### src/rtl/arw_pkg.sv
package arw_pkg;
  localparam int WORD_W   = 32;
  localparam int HALF_W   = WORD_W / 2;
  localparam int CNT_W    = $clog2(WORD_W);
  localparam int LABEL_LO = 8;   // index of ARINC bit 9
  localparam int LABEL_HI = 9;   // index of ARINC bit 10

  typedef struct packed {
    logic             shiftEn;
    logic [CNT_W-1:0] bitIdx;
    logic             bitVal;
    logic             latchEn;
  } arwStrobe_t;
endpackage

### src/rtl/arw_ctrl.sv
module arw_ctrl
  import arw_pkg::*;
(
  input  logic       clk,
  input  logic       rstN,
  input  logic       bitStrobe,
  input  logic       bitValue,
  input  logic       seqAbort,
  input  logic       decodeEn,
  input  logic       matchHit,
  input  logic       readEnN,
  input  logic       halfSel,
  output arwStrobe_t strobe,
  output logic       dataReadyN
);
  localparam logic [CNT_W-1:0] LAST_IDX = CNT_W'(WORD_W - 1);

  logic [CNT_W-1:0] bitCnt;
  logic             parityAcc;
  logic             lastBit;
  logic             endOfSeq;
  logic             rdActiveQ;
  logic             selQ;
  logic             gotLo;
  logic             gotHi;
  logic             ready;
  logic             readRelease;

  assign lastBit     = (bitCnt == LAST_IDX);
  assign endOfSeq    = bitStrobe & ~seqAbort & lastBit;
  assign readRelease = rdActiveQ & readEnN;

  always_comb begin
    strobe.shiftEn = bitStrobe & ~seqAbort;
    strobe.bitIdx  = bitCnt;
    strobe.bitVal  = lastBit ? ~(parityAcc ^ bitValue) : bitValue;
    strobe.latchEn = endOfSeq & (~decodeEn | matchHit);
  end

  // bit counter and running parity
  always_ff @(posedge clk or negedge rstN) begin
    if (!rstN) begin
      bitCnt    <= '0;
      parityAcc <= 1'b0;
    end else if (seqAbort) begin
      bitCnt    <= '0;
      parityAcc <= 1'b0;
    end else if (bitStrobe) begin
      if (lastBit) begin
        bitCnt    <= '0;
        parityAcc <= 1'b0;
      end else begin
        bitCnt    <= bitCnt + 1'b1;
        parityAcc <= parityAcc ^ bitValue;
      end
    end
  end

  // host read tracking
  always_ff @(posedge clk or negedge rstN) begin
    if (!rstN) begin
      rdActiveQ <= 1'b0;
      selQ      <= 1'b0;
      gotLo     <= 1'b0;
      gotHi     <= 1'b0;
      ready     <= 1'b0;
    end else begin
      rdActiveQ <= ~readEnN;
      if (!readEnN) selQ <= halfSel;
      if (strobe.latchEn) begin
        ready <= 1'b1;
        gotLo <= 1'b0;
        gotHi <= 1'b0;
      end else if (readRelease) begin
        if (selQ) begin
          gotHi <= 1'b1;
          if (gotLo) ready <= 1'b0;
        end else begin
          gotLo <= 1'b1;
          if (gotHi) ready <= 1'b0;
        end
      end
    end
  end

  assign dataReadyN = ~ready;

  assert_abort_restart_R9: assert property (@(posedge clk) disable iff (!rstN)
    seqAbort |=> (bitCnt == '0));

  assert_capture_raises_ready_R4: assert property (@(posedge clk) disable iff (!rstN)
    strobe.latchEn |=> !dataReadyN);
endmodule

### src/rtl/arw_datapath.sv
module arw_datapath
  import arw_pkg::*;
(
  input  logic              clk,
  input  logic              rstN,
  input  arwStrobe_t        strobe,
  input  logic [1:0]        matchBits,
  input  logic              readEnN,
  input  logic              halfSel,
  output logic              matchHit,
  output logic [HALF_W-1:0] readData
);
  logic [WORD_W-1:0] asmReg;
  logic [WORD_W-1:0] holdReg;

  always_ff @(posedge clk or negedge rstN) begin
    if (!rstN) begin
      asmReg  <= '0;
      holdReg <= '0;
    end else begin
      if (strobe.shiftEn) asmReg[strobe.bitIdx] <= strobe.bitVal;
      if (strobe.latchEn) holdReg <= {strobe.bitVal, asmReg[WORD_W-2:0]};
    end
  end

  assign matchHit = (asmReg[LABEL_LO] == matchBits[0]) &&
                    (asmReg[LABEL_HI] == matchBits[1]);

  always_comb begin
    if (readEnN)      readData = '0;
    else if (halfSel) readData = holdReg[WORD_W-1:HALF_W];
    else              readData = holdReg[HALF_W-1:0];
  end
endmodule

### src/rtl/arw_word_rx.sv
module arw_word_rx
  import arw_pkg::*;
(
  input  logic              clk,
  input  logic              rstN,
  input  logic              bitStrobe,
  input  logic              bitValue,
  input  logic              seqAbort,
  input  logic              decodeEn,
  input  logic [1:0]        matchBits,
  input  logic              readEnN,
  input  logic              halfSel,
  output logic [HALF_W-1:0] readData,
  output logic              dataReadyN
);
  arwStrobe_t strobe;
  logic       matchHit;

  arw_ctrl ctrl_i (
    .clk        (clk),
    .rstN       (rstN),
    .bitStrobe  (bitStrobe),
    .bitValue   (bitValue),
    .seqAbort   (seqAbort),
    .decodeEn   (decodeEn),
    .matchHit   (matchHit),
    .readEnN    (readEnN),
    .halfSel    (halfSel),
    .strobe     (strobe),
    .dataReadyN (dataReadyN)
  );

  arw_datapath dp_i (
    .clk       (clk),
    .rstN      (rstN),
    .strobe    (strobe),
    .matchBits (matchBits),
    .readEnN   (readEnN),
    .halfSel   (halfSel),
    .matchHit  (matchHit),
    .readData  (readData)
  );

  assert_filter_gate_R3: assert property (@(posedge clk) disable iff (!rstN)
    (strobe.latchEn && decodeEn) |-> matchHit);

  assert_ready_only_from_capture_R4: assert property (@(posedge clk) disable iff (!rstN)
    $fell(dataReadyN) |-> $past(strobe.latchEn));

  assert_ready_drop_on_release_R6: assert property (@(posedge clk) disable iff (!rstN)
    $rose(dataReadyN) |-> ($past(readEnN) && !$past(readEnN, 2)));

  assert_idle_bus_R5: assert property (@(posedge clk) disable iff (!rstN)
    readEnN |-> (readData == '0));
endmodule

### config.mk
export PLATFORM = sky130hd
export DESIGN_NAME = arw_word_rx
export DESIGN_NICKNAME = d
export VERILOG_FILES = /design/src/rtl/arw_pkg.sv /design/src/rtl/arw_ctrl.sv /design/src/rtl/arw_datapath.sv /design/src/rtl/arw_word_rx.sv
export SDC_FILE = /design/constraint.sdc
export NUM_CORES = 1
export LEC_CHECK = 0
export CAP_MARGIN = 20
export CELL_PAD_IN_SITES_DETAIL_PLACEMENT = 0
export CELL_PAD_IN_SITES_GLOBAL_PLACEMENT = 1
export CORE_MARGIN = 3
export CORE_UTILIZATION = 46
export DETAILED_ROUTE_END_ITERATION = 7
export DONT_BUFFER_PORTS = 1
export PLACE_DENSITY = 0.77
export SYNTH_ARGS = -nofsm -noshare
export SYNTH_HDL_FRONTEND = slang
export SYNTH_SLANG_ARGS = --single-unit
### constraint.sdc
create_clock -name clk -period 2.05 [get_ports clk]
set_clock_uncertainty 0.2 [all_clocks]
set_input_delay 0.205 -clock clk [delete_from_list [all_inputs] [get_ports clk]]
set_output_delay 0.205 -clock clk [all_outputs]
set_load 0.01 [all_outputs]
After elaboration in Yosys (flattened, before gate mapping)
Cells that the tools add are included.
{ "op_classes": {"n_reduce_logical": 9, "n_eq_ne": 5, "muxes": 23, "n_lt_le_gt_ge": 2, "addsub": 1, "bitwise": 11} }
{ "ops": {"columns": ["cell", "n"], "rows": [
  ["bitwise mux 32 bit", 1],
  ["two-way mux 16 bit", 2],
  ["two-way mux 1 bit", 16],
  ["two-way mux 5 bit", 3],
  ["less-than comparator 5 x 6 -> 1 bit, second input constant", 1],
  ["nonzero test 2 bit", 3],
  ["adder 5 x 1 -> 5 bit, second input constant", 1],
  ["demux 1 bit (select 5 bit)", 1],
  ["== test 5 bit, second input constant", 1],
  [">= comparator 5 x 1 -> 1 bit, second input constant", 1],
  ["inverter 1 bit", 5],
  ["bitwise AND 1 bit", 4],
  ["AND reduction 2 bit", 2],
  ["inequality test 3 x 2 -> 1 bit, second input constant", 1],
  ["AND reduction 3 bit", 1],
  ["nonzero test 3 bit", 1],
  ["== test 1 bit", 2],
  ["logical AND 1 bit", 2],
  ["inequality test 2 x 1 -> 1 bit, second input constant", 1],
  ["bitwise OR 1 bit", 1],
  ["XOR 1 bit", 1]
]} }
{ "totals": {"input_bits": 10, "output_inout_bits": 17, "elab_cells": 60, "reg_bits": 75} }

Logic depth before layout (Yosys ltp)
{ "depth": {"depth_word": 6, "mapped_depth": 8, "depth_no_buf": 6} }

Hierarchy
A second synthesis with hierarchy kept.
{ "hier_totals": {"hier_cells": 273, "hier_area_um2": 3432.0} }
{ "by_module_without_submodules": {"columns": ["mod", "cells_each", "seq_area_each_um2", "area_each_um2", "instances"], "rows": [
  ["arw_datapath", 219, 1576.5, 2879.0, 1],
  ["arw_ctrl", 54, 275.3, 553.0, 1]
]} }

Worst setup path after synthesis
No wires, ideal clock.
{ "synth_timing": {"path_kind": "reg2reg", "from": "register ctrl_i.bitCnt[2]", "to": "register dp_i.asmReg[0]", "stages_incl_launch_ff": 9, "synth_period_minus_slack_ps": 2096, "required_ps": 1723, "n_path_buf": 3, "path_slack_ps": -46, "t_arrival_ps": 1768, "cell_sequence": "dfrtp_1 clkbuf_1 and3_1 ha_1 buf_2 nand2b_1 xnor2_1 clkbuf_1 mux2_1"} }
{ "synth_via": {"elab_chain_cells": 5, "word_cells_on_any_way": 8} }
{ "synth_lines": {"columns": ["element", "line_no", "rtl"], "rows": [
  ["start: declaration", "arw_ctrl.sv:18", "logic [CNT_W-1:0] bitCnt;"],
  ["start signal: assignment", "arw_ctrl.sv:53", "bitCnt <= bitCnt + 1'b1;"],
  ["less-than comparator 5 x 6 -> 1 bit (implied by the code) or >= comparator 5 x 1 -> 1 bit (tied branches)", "arw_datapath.sv:21", "if (strobe.shiftEn) asmReg[strobe.bitIdx] <= strobe.bitVal;"],
  ["logical AND 1 bit (implied by the code)", "arw_datapath.sv:21", null],
  ["two-way mux 1 bit (implied by the code)", "arw_datapath.sv:21", null],
  ["demux 1 bit (select 5 bit)", null, null],
  ["bitwise mux 32 bit *", "arw_datapath.sv:21", null],
  ["end signal: indexed assignment", "arw_datapath.sv:21", null],
  ["end: declaration", "arw_datapath.sv:13", "logic [WORD_W-1:0] asmReg;"]
]} }
Mark *: on every way between the ends. The rest lies on a longest branch, timed or not.
A chain may end at the register's enable or synchronous reset.

Worst setup path in the final report
{ "layout_timing": {"from": "register ctrl_i.bitCnt[0]", "to": "register dp_i.asmReg[0]"} }
The elaborated chain is that of the path after synthesis.

==> implementation parameters <==
Parameter                              Value

Logic synthesis
  Sequential share of the synthesized area ... 52.4%
  Synthesized instance count ... 284
  Most instantiated cells after synthesis ... sky130_fd_sc_hd__dfrtp_1 (74), sky130_fd_sc_hd__nor2_1 (37), sky130_fd_sc_hd__mux2_2 (31)
  Most numerous cell in the Yosys netlist ... sky130_fd_sc_hd__dfrtp_1
  Post-synth cell types ... 30
  Main synth FF type ... sky130_fd_sc_hd__dfrtp_1
  Top cell type's share of synthesized area ... 52.4%
  Synth warn ... 0
  Synthesized netlist net count ... 299
  Synthesized area ... 3540 um2
  #FFs+latches synth ... 74
  Share of synthesized flip-flops with an asynchronous set or reset ... 100%
  Leading cell types by total area after synthesis ... sky130_fd_sc_hd__dfrtp_1 (52%), sky130_fd_sc_hd__mux2_4 (12%), sky130_fd_sc_hd__mux2_2 (9.9%)
  Number of flops mapped to enable cells by yosys ... 0
  Average cell area after synthesis ... 12.5 um2
  Biggest area consumer among synthesized cells ... sky130_fd_sc_hd__dfrtp_1

Clock tree
  Clock root buffer master ... sky130_fd_sc_hd__clkbuf_8
  Source-to-sink clock delay at the later pin of the worst-skew pair ... 0.34 ns
  Postcts setup bufs ... 0
  Clock Pin Slew Worst Setup and Hold Paths ... 0.07 ns
  Total number of clock tree sinks ... 74
  Htree depth ... 3
  Cts-stage hold buffer count ... 6
  Bufs on Longest Clock Path ... 2
  Clock tree from TritonCTS ... done
  Number of CTS-inserted buffers ... 9

Power
  Switching power ... 0.602 mW
  Leak Pwr ... 1.96 nW
  Fraction of power spent switching nets ... 22.6%
  Clk pwr share ... 38.3%
  Logic gate share of total power ... 4.7%
  Sequential cell fraction of total power ... 57.0%
  Max rail drop VDD ... 276 uV
  Total power per unit cell area ... 677 nW/um2
  Internal Pwr Total ... 2.06 mW

Route
  Detailed Route Iter0 Violations ... 80
  Post-detailed-route DRC marker count ... 0
  Detailed-route wire length per cell ... 16.6 um
  Router iterations before antenna repair ... 4
  Vias ... 2051
  Antenna-violating nets left ... 0
  Ratio of routed vias to standard cells ... 5.15
  Total routed wirelength ... 6.60 mm

Critical path
  Critical path peak fanout ... 32
  Arr. time, crit path ... 1.95 ns
  Critical Path Source Type ... register
  Critical path data required time ... 2.06 ns
  Critical Path, Cell by Cell ... ha_2 > and3_1 > ha_4 > nand2b_1 > xnor2_2 > buf_12 > mux2_1
  Cell at the slowest stage of the critical path ... sky130_fd_sc_hd__dfrtp_1
  CP max stage delay ... 0.36 ns
  Category of the critical setup timing path ... register to register
  Sort of element at the end of the critical path ... register

Final layout
  Share of post-route cells with drive strength above 1 ... 29.8%
  Nets@finish ... 309
  Count of filler cells inserted in the layout ... 632
  Count of inserted antenna diode cells ... 0
  Synth-to-Final Area Change ... 11.3%

Min path
  Tightest Hold Check Type ... primary input to asynchronous set/reset pin

Timing
  Final critical path time including I/O delays and setup ... 1.94 ns
  Ratio of final minimum period to clock period ... 94.8%
  Setup violation total in the final timing report ... 0
  RSZ-0062 raised after global routing ... no
  Worst rel slew slack ... 63.8%
  Final slew viol count ... 0
  Maximum achievable frequency ... 514 MHz
  Slew @ Worst Pin ... 0.542 ns
  Fin Setup TNS ... 0 ns
  Smallest hold slack ... -0.647 ns
  Final hold vios ... 74

Placement
  Final estimated routing congestion in global placement ... 0.774
  Final HPWL DP ... 4.47 mm
  Count of buffers inserted at the top-level ports ... 0

Global routing
  First-pass GRT wire length ... 11.0 mm
  Via count of the first global-routing pass ... 2176
  Combined global-route utilization of all metal layers ... 16.5%
  Pin count of the biggest net entering global routing ... 75
  Remaining global-route overflow ... 0
  Initial antenna violation count ... 0

Floorplan
  Count of pins on the block boundary ... 27
  Count of standard-cell rows ... 31
  Floorplan die height ... 93.7 um
  DIE WIDTH ... 93.7 um
  Initial cell density of the core ... 48.0%
  Area of the placeable core ... 7370 um2
  DIE AREA ... 8780 um2

Run status
  Outcome ... complete, but fails checks
  Violations in the final reports ... negative hold slack

Job
  Max_cap viols ... 0
metrics by stage:
stage / setup WS [ns] / instances / area, um2 / power, mW / utilization (%)
final: 0.106 / 398 / 3940 / 2.67 / 53.4
after global routing: 0.0257 / 398 / 3940 / 2.79 / 53.4
after CTS: 0.0184 / 398 / 3930 / 2.70 / 53.3
after detailed placement: 0.0291 / 376 / 3680 / 1.66 / 50.0
after global placement: 0.129 / 376 / 3680 / 1.65 / 50.0
after floorplan: 0.00325 / 284 / 3540 / 1.64 / -
metal layers:
layer / track usage, % / wire, um / up-vias
li1: - / - / 987
met1: 22.7 / 3300 / 1035
met2: 25.2 / 3050 / 24
met3: 4.33 / 196 / 5
met4: 6.14 / 61 / 0
met5: 0 / 0 / -
critical path, delay by kind of cell, from the launching register on:
kind,cells,cell delay (ns)
flip-flops,1,0.36
adder cells (fa/ha/maj),2,0.34
multiplexers,1,0.30
AND/OR/NAND/NOR,2,0.28
buffers and inverters,1,0.16
XOR/XNOR,1,0.15
power groups by stage:
stage	Sequential [mW]	Clock (mW)	Combinational, mW
floorplan	1.54	0	0.0969
finish	1.52	1.02	0.124
global route	1.52	1.12	0.138
detailed placement	1.55	0	0.110
CTS	1.52	1.05	0.125
global placement	1.55	0	0.103
cell families (layout without fill, tap and decap cells):
logic type,Yosys count,in the layout,share of synthesized area (%)
DFF,74,74,52.4
AOI/OAI and AO/OA,13,13,2.16
xor gates and xnor gates,3,3,0.743
muxes,82,82,28.4
and+or+nand+nor,85,85,11.2
buffers and inverters,22,37,3.36
adders and majority gates,5,5,1.77
final cells by class:
type | instances | area, um2 | share of cell area, %
clock inverter | 4 | 26.3 | 0.667
multi-input combinational | 188 | 1590 | 40.4
inverter | 5 | 18.8 | 0.477
tap | 99 | 124 | 3.15
clock buffer | 12 | 155 | 3.94
timing repair buffer | 16 | 173 | 4.39
sequential | 74 | 1850 | 47.0
state kept, by name, indices dropped and copies added (netlist names):
| register | flops |
|---|---|
| ctrl_i.selQ | 1 |
| ctrl_i.parityAcc | 1 |
| ctrl_i.ready | 1 |
| ctrl_i.gotLo | 1 |
| dp_i.asmReg | 31 |
| ctrl_i.rdActiveQ | 1 |
| dp_i.holdReg | 32 |
| ctrl_i.bitCnt | 5 |
| ctrl_i.gotHi | 1 |
layout by cell type (no fill, tap or decap), types with 2 or more instances in the layout:
cell type,Yosys,final
sky130_fd_sc_hd__nand3_1,2,2
sky130_fd_sc_hd__mux2_4,28,28
sky130_fd_sc_hd__mux2i_1,18,18
sky130_fd_sc_hd__nand2_1,24,24
sky130_fd_sc_hd__and2_1,4,4
sky130_fd_sc_hd__mux2_2,31,31
sky130_fd_sc_hd__clkbuf_8,0,11
sky130_fd_sc_hd__a21oi_1,7,7
sky130_fd_sc_hd__buf_12,0,3
sky130_fd_sc_hd__nand3b_1,6,6
sky130_fd_sc_hd__nor2_1,37,37
sky130_fd_sc_hd__nor3_1,3,3
sky130_fd_sc_hd__ha_1,5,3
sky130_fd_sc_hd__dlygate4sd3_1,0,6
sky130_fd_sc_hd__nor3b_1,3,3
sky130_fd_sc_hd__dfrtp_1,74,74
sky130_fd_sc_hd__a31oi_1,2,2
sky130_fd_sc_hd__inv_1,5,5
sky130_fd_sc_hd__mux2_1,5,5
sky130_fd_sc_hd__buf_4,2,7
sky130_fd_sc_hd__xor2_1,2,2
sky130_fd_sc_hd__clkinv_2,0,2
sky130_fd_sc_hd__nand2b_1,3,3
worst paths after layout:
check	from	endpoint	slack (ns)	cells after the start
min	rstN	dp_i.holdReg[19]	-0.65	0
min reg2reg	dp_i.asmReg[7]	dp_i.asmReg[7]	0.30	1
max in group asynchronous	rstN	ctrl_i.ready	2.16	0
max	ctrl_i.bitCnt[0]	dp_i.asmReg[0]	0.11	7
max reg2reg	ctrl_i.bitCnt[0]	dp_i.asmReg[0]	0.11	7
min in group clk	seqAbort	ctrl_i.gotHi	0.10	3
what timing repair did:
action	4_1_cts	5_1_grt
endpoints found under the hold margin	85	74
gates resized for setup	0	2
endpoints found under the setup margin	0	32
Note: power is estimated with default switching activity, not from simulation.
